==> src/rtl/flash_cmd_decoder.sv <==
module flash_cmd_decoder #(
  parameter int ADDR_W = 12,
  parameter int DATA_W = 8
) (
  input  logic              clk,
  input  logic              rst_n,
  input  logic              wr_en,
  input  logic [ADDR_W-1:0] wr_addr,
  input  logic [DATA_W-1:0] wr_data,
  input  logic              accel,
  output logic              prog_req,
  output logic [ADDR_W-1:0] prog_addr,
  output logic [DATA_W-1:0] prog_data,
  output logic              bypass_mode,
  output logic              secure_mode
);
  localparam int CMD_AW = 11;
  localparam logic [CMD_AW-1:0] ADR_A = 11'h555;
  localparam logic [CMD_AW-1:0] ADR_B = 11'h2AA;

  typedef enum logic [2:0] {
    S_READ, S_UNL1, S_UNL2, S_PROG, S_SEXIT, S_BIDLE, S_BPROG, S_BRST
  } st_t;

  st_t st;
  logic bypass_q, secure_q;

  wire [7:0] cmd  = wr_data[7:0];
  wire       at_a = (wr_addr[CMD_AW-1:0] == ADR_A);
  wire       at_b = (wr_addr[CMD_AW-1:0] == ADR_B);
  wire       force_bp = accel && !secure_q && !bypass_q;

  assign bypass_mode = bypass_q;
  assign secure_mode = secure_q;

  always_ff @(posedge clk) begin
    if (!rst_n) begin
      st        <= S_READ;
      bypass_q  <= 1'b0;
      secure_q  <= 1'b0;
      prog_req  <= 1'b0;
      prog_addr <= '0;
      prog_data <= '0;
    end else begin
      prog_req <= 1'b0;
      if (force_bp) begin
        bypass_q <= 1'b1;
        st       <= S_BIDLE;
      end else if (wr_en) begin
        case (st)
          S_READ: if (cmd == 8'hAA && at_a) st <= S_UNL1;
          S_UNL1: st <= (cmd == 8'h55 && at_b) ? S_UNL2 : S_READ;
          S_UNL2: begin
            st <= S_READ;
            if (at_a) begin
              case (cmd)
                8'hA0: st <= S_PROG;
                8'h20: if (!secure_q) begin
                  bypass_q <= 1'b1;
                  st       <= S_BIDLE;
                end
                8'h88: secure_q <= 1'b1;
                8'h90: if (secure_q) st <= S_SEXIT;
                default: ;
              endcase
            end
          end
          S_PROG, S_BPROG: begin
            prog_req  <= 1'b1;
            prog_addr <= wr_addr;
            prog_data <= wr_data;
            st        <= (st == S_PROG) ? S_READ : S_BIDLE;
          end
          S_SEXIT: begin
            if (cmd == 8'h00) secure_q <= 1'b0;
            st <= S_READ;
          end
          S_BIDLE: begin
            if (cmd == 8'hA0) st <= S_BPROG;
            else if (cmd == 8'h90) st <= S_BRST;
          end
          S_BRST: begin
            if (cmd == 8'h00 && !accel) begin
              bypass_q <= 1'b0;
              st       <= S_READ;
            end else begin
              st <= S_BIDLE;
            end
          end
          default: st <= S_READ;
        endcase
      end
    end
  end


  modes_exclusive_chk: assert property (@(posedge clk) disable iff (!rst_n)
    !(bypass_mode && secure_mode));


  accel_force_chk: assert property (@(posedge clk) disable iff (!rst_n)
    (accel && !secure_mode && !bypass_mode) |=> bypass_mode);


  req_pulse_chk: assert property (@(posedge clk) disable iff (!rst_n)
    prog_req |=> !prog_req);


  req_after_write_chk: assert property (@(posedge clk) disable iff (!rst_n)
    prog_req |-> $past(wr_en));


  bypass_exit_write_chk: assert property (@(posedge clk) disable iff (!rst_n)
    $fell(bypass_mode) |-> $past(wr_en));


  secure_entry_write_chk: assert property (@(posedge clk) disable iff (!rst_n)
    $rose(secure_mode) |-> $past(wr_en));
endmodule

==> config.mk <==
export PLATFORM = sky130hd
export DESIGN_NAME = flash_cmd_decoder
export DESIGN_NICKNAME = d
export VERILOG_FILES = /design/src/rtl/flash_cmd_decoder.sv
export SDC_FILE = /design/constraint.sdc
export NUM_CORES = 1
export LEC_CHECK = 0
export ABC_AREA = 1
export BUFFER_PORTS_ARGS = -buffer_cell sky130_fd_sc_hd__buf_2
export CAP_MARGIN = 0
export CORE_ASPECT_RATIO = 1.1
export CORE_MARGIN = 4
export CORE_UTILIZATION = 35
export CTS_CLUSTER_SIZE = 14
export DETAILED_ROUTE_END_ITERATION = 8
export GPL_TIMING_DRIVEN = 0
export PLACE_DENSITY = 0.69
export SLEW_MARGIN = 20
export SYNTH_ARGS = -nofsm -noshare
export SYNTH_HDL_FRONTEND = slang
export SYNTH_SLANG_ARGS = --single-unit
==> constraint.sdc <==
create_clock -name clk -period 1.7 [get_ports clk]
set_input_delay 0.085 -clock clk [delete_from_list [all_inputs] [get_ports clk]]
set_output_delay 0.085 -clock clk [all_outputs]
set_load 0.02 [all_outputs]
==> results by group <==
Setup path
  • Kind of launch point of the worst setup path: flop
  • Slowest cell on crit path: sky130_fd_sc_hd__dfxtp_1
  • Longest individual stage delay on the worst path: roughly 350 ps
  • Number of cells on the worst reg-to-reg path: 7
  • Data required time of the critical path: 1870 ps
  • Worst-path cell chain: nor3_2 > nor2_1 > nand2_2 > inv_1 > clkbuf_2 > o21ai_0 > a21oi_1
  • Data arrival time of the critical path: between 1500 and 2000 ps
  • Kind of capture point of the worst setup path: flop
  • Crit path max fanout: 10
  • Worst setup path class: flop to flop

Min path
  • Worst Hold Depth: 3
  • Hold/Removal Path Class: input port to flop

Yosys
  • Sequential share of the synthesized area: between 30% and 40%
  • Gate count of the mapped netlist: about 220
  • Cell taking the most area after synthesis: sky130_fd_sc_hd__dfxtp_1
  • Area share of the largest cell type after synthesis: 36.5%
  • Dominant cell by count in the synthesized netlist: sky130_fd_sc_hd__nand2_1
  • Register bit total from synthesis: 26
  • Commonest cells in the synthesized netlist: sky130_fd_sc_hd__nand2_1 (35), sky130_fd_sc_hd__inv_1 (30), sky130_fd_sc_hd__nor2_1 (29)
  • Post-synthesis instance area: 0.00143 mm²
  • Count of flip-flops with a built-in enable after synthesis: 0
  • Proportion of synthesized flip-flops having asynchronous set or reset: 0%
  • Predominant post-synthesis flop cell: sky130_fd_sc_hd__dfxtp_1
  • Number of warnings issued by yosys: 0
  • Synth area leaders: sky130_fd_sc_hd__dfxtp_1 (36%), sky130_fd_sc_hd__nand2_1 (9.2%), sky130_fd_sc_hd__o21ai_0 (8.4%)
  • Post-synth cell types: 22
  • Synthesized area divided by synthesized cell count: 6.60 µm²
  • Synthesized net count: 240

Global routing
  • Number of global-route vias before repair: 1,458
  • Aggregate global-route resource usage: between 10% and 20%
  • Global-route layer with the greatest usage: met2
  • Largest net degree at the start of global routing: 15
  • Global route overflow: 0
  • Met3 global-route usage: about 2.4%
  • Met1 track utilization from global routing: around 17%
  • Wire length of the first global-routing pass: between 6000 and 7000 µm
  • Met2 track demand over resource: 27.4%
  • Antenna violations before repair: 0

Route
  • Average detailed-routed wire length per instance: between 10 and 15 µm
  • Drt first-iter violations: 18
  • Via density: 4.71
  • Number of antenna-violating nets in the routed design: 0
  • First drt pass iteration count: 4
  • Aggregate routed wire length: 3560 µm
  • DRC violations left: 0
  • DR vias: ~1,500

Floorplan
  • Top-level port count: 47
  • Width of the die: approximately 69 µm
  • Y dimension of the die: between 70 and 80 µm
  • Starting density of the core: 36.0%
  • Overall die area: 0.00516 mm²
  • Core area: ~0.0040 mm²
  • Site Rows: 24

Timing
  • Hold violation count in the final report: 0
  • Worst path setup slack after routing: 248 ps
  • RSZ-0062 raised after global routing: false
  • Post-route fraction of the period consumed by the critical path: 85.4%
  • Worst Skew: around 2 ps
  • Accumulated negative setup slack: 0 ps
  • Pin slew with the least headroom to its limit: ~320 ps
  • Post-route worst hold slack: between 60 and 70 ps
  • Number of pins exceeding their max-slew limit in the final report: 0
  • Relative slew slack: 79.0%
  • Post-layout minimum cycle time: 1450 ps
  • Number of setup violations in the final report: 0
  • Fmax: 0.689 GHz

Cells and area
  • Final design instance area without fill: 0.00178 mm²
  • Area occupied by multi-input gates: 717 µm²
  • Area grow syn2layout: 24.6%
  • Flip-flop and latch area: 520 µm²
  • Filler cells: 443
  • Layout Nets: ~290
  • Fraction of final layout cells with drive strength greater than 1: between 20% and 30%
  • Ant diodes: 0

Clocking
  • Buffer type at the clock tree root: sky130_fd_sc_hd__clkbuf_8
  • CTS buffer count: 3
  • Buffers from clock root to sink, at most: 2
  • H-Tree Level Count: 1
  • CTS tree: yes
  • Post-cts sizing count: 0
  • Post-CTS Setup Inserts: 0
  • Number of hold buffers added after cts: 0
  • Clock edge transition at the registers on the reported setup and hold paths: 90 ps
  • Clock insertion delay at the later pin of the skew report: 270 ps
  • Total number of clock tree sinks: 26

Pwr
  • PD cells: 687 mW/mm²
  • Maximum resistive drop on vdd: 0.000458 V
  • PnR Total Power: 1220 µW
  • Pleak: 0.000934 µW

Placed design
  • Total half-perimeter wirelength after legalization and detailed placement: slightly below 3000 µm
  • Pre-CTS setup slack: roughly 280 ps
  • Routability congestion estimate: approximately 0.83
  • IO buf count: between 40 and 50
  • Placed instance area: ~0.0017 mm²

Status
  • Status: finished clean

Flow run
  • Max-cap viol count: 0
[stage by stage]
stage,instances,util [%]
floorplan,216,-
global placement,314,43.4
detailed placement,314,43.4
CTS,318,44.8
global route,318,44.8
finish,318,44.8
[sequential cells by signal, summed over array words and instances, names as in the netlist]
name and flops:
prog_req 1, secure_mode 1, st 3, prog_addr 12, bypass_mode 1, prog_data 8
[critical path, delay by kind of cell, from the launching register on]
family                 cells  cell delay (ps)
AO/OA/AOI/OAI              2              250
flip-flops                 1              350
buffers and inverters      2              250
AND/OR/NAND/NOR            3              490
[path summary, 6_finish.rpt]
kind | endpoint | slack (ps) | startpoint
min reg2reg | prog_addr[11] | 480 | prog_addr[11]
max reg2reg | prog_addr[3] | 250 | secure_mode
min | prog_addr[11] | 60 | wr_addr[11]
max | prog_addr[3] | 250 | secure_mode
[where the power goes]
group / internal, µW / switching (µW)
Sequential: 618 / 11.6
Combinational: 70.3 / 120
Clock: 207 / 194
[logic make-up (layout without fill, tap and decap cells)]
| logic type | count (synthesis) | in the layout | synth area share [%] |
|---|---|---|---|
| DFF | 26 | 26 | 36.5 |
| AOI/OAI and AO/OA | 49 | 49 | 17.5 |
| and+or+nand+nor | 99 | 99 | 32.7 |
| buffers and inverters | 42 | 92 | 13.2 |
[layer usage]
metal  routed length (µm)  part of all wire [%]  vias to the layer above
met5                    0                     0                        -
met4                   55                   1.5                        0
met1                 1550                    44                      670
met2                 1760                    50                       32
met3                  190                   5.3                        5
li1                     -                     -                      792
[area by class of cell]
type | instances | area share (%)
Multi-Input combinational cell | 148 | 40.4
Clock buffer | 4 | 3.10
Timing Repair Buffer | 46 | 13.0
Tap cell | 52 | 3.66
Sequential cell | 26 | 29.3
Buffer | 7 | 3.24
Inverter | 35 | 7.39
[cell usage in the layout, fill, tap and decap left out]
cell	netlist	layout
sky130_fd_sc_hd__buf_2	0	46
sky130_fd_sc_hd__nand2_1	35	35
sky130_fd_sc_hd__inv_1	30	30
sky130_fd_sc_hd__nor2_1	29	29
sky130_fd_sc_hd__dfxtp_1	26	26
sky130_fd_sc_hd__o21ai_0	24	24
sky130_fd_sc_hd__a21oi_1	23	23
sky130_fd_sc_hd__nand3_1	18	18
sky130_fd_sc_hd__inv_2	5	5
sky130_fd_sc_hd__nor3_1	4	4
sky130_fd_sc_hd__nand4_1	4	4
sky130_fd_sc_hd__clkbuf_8	0	4
sky130_fd_sc_hd__buf_6	3	3
sky130_fd_sc_hd__buf_4	2	2
sky130_fd_sc_hd__nand3_2	2	2
sky130_fd_sc_hd__nand2_2	2	2
sky130_fd_sc_hd__nor2_4	2	2
sky130_fd_sc_hd__nor3_2	1	1
sky130_fd_sc_hd__clkbuf_2	1	1
sky130_fd_sc_hd__clkbuf_1	1	1
sky130_fd_sc_hd__nor2_2	1	1
sky130_fd_sc_hd__nor2_8	1	1
sky130_fd_sc_hd__o21ai_1	1	1
sky130_fd_sc_hd__o211a_1	1	1
No activity file was read; power rests on OpenSTA's default activity.
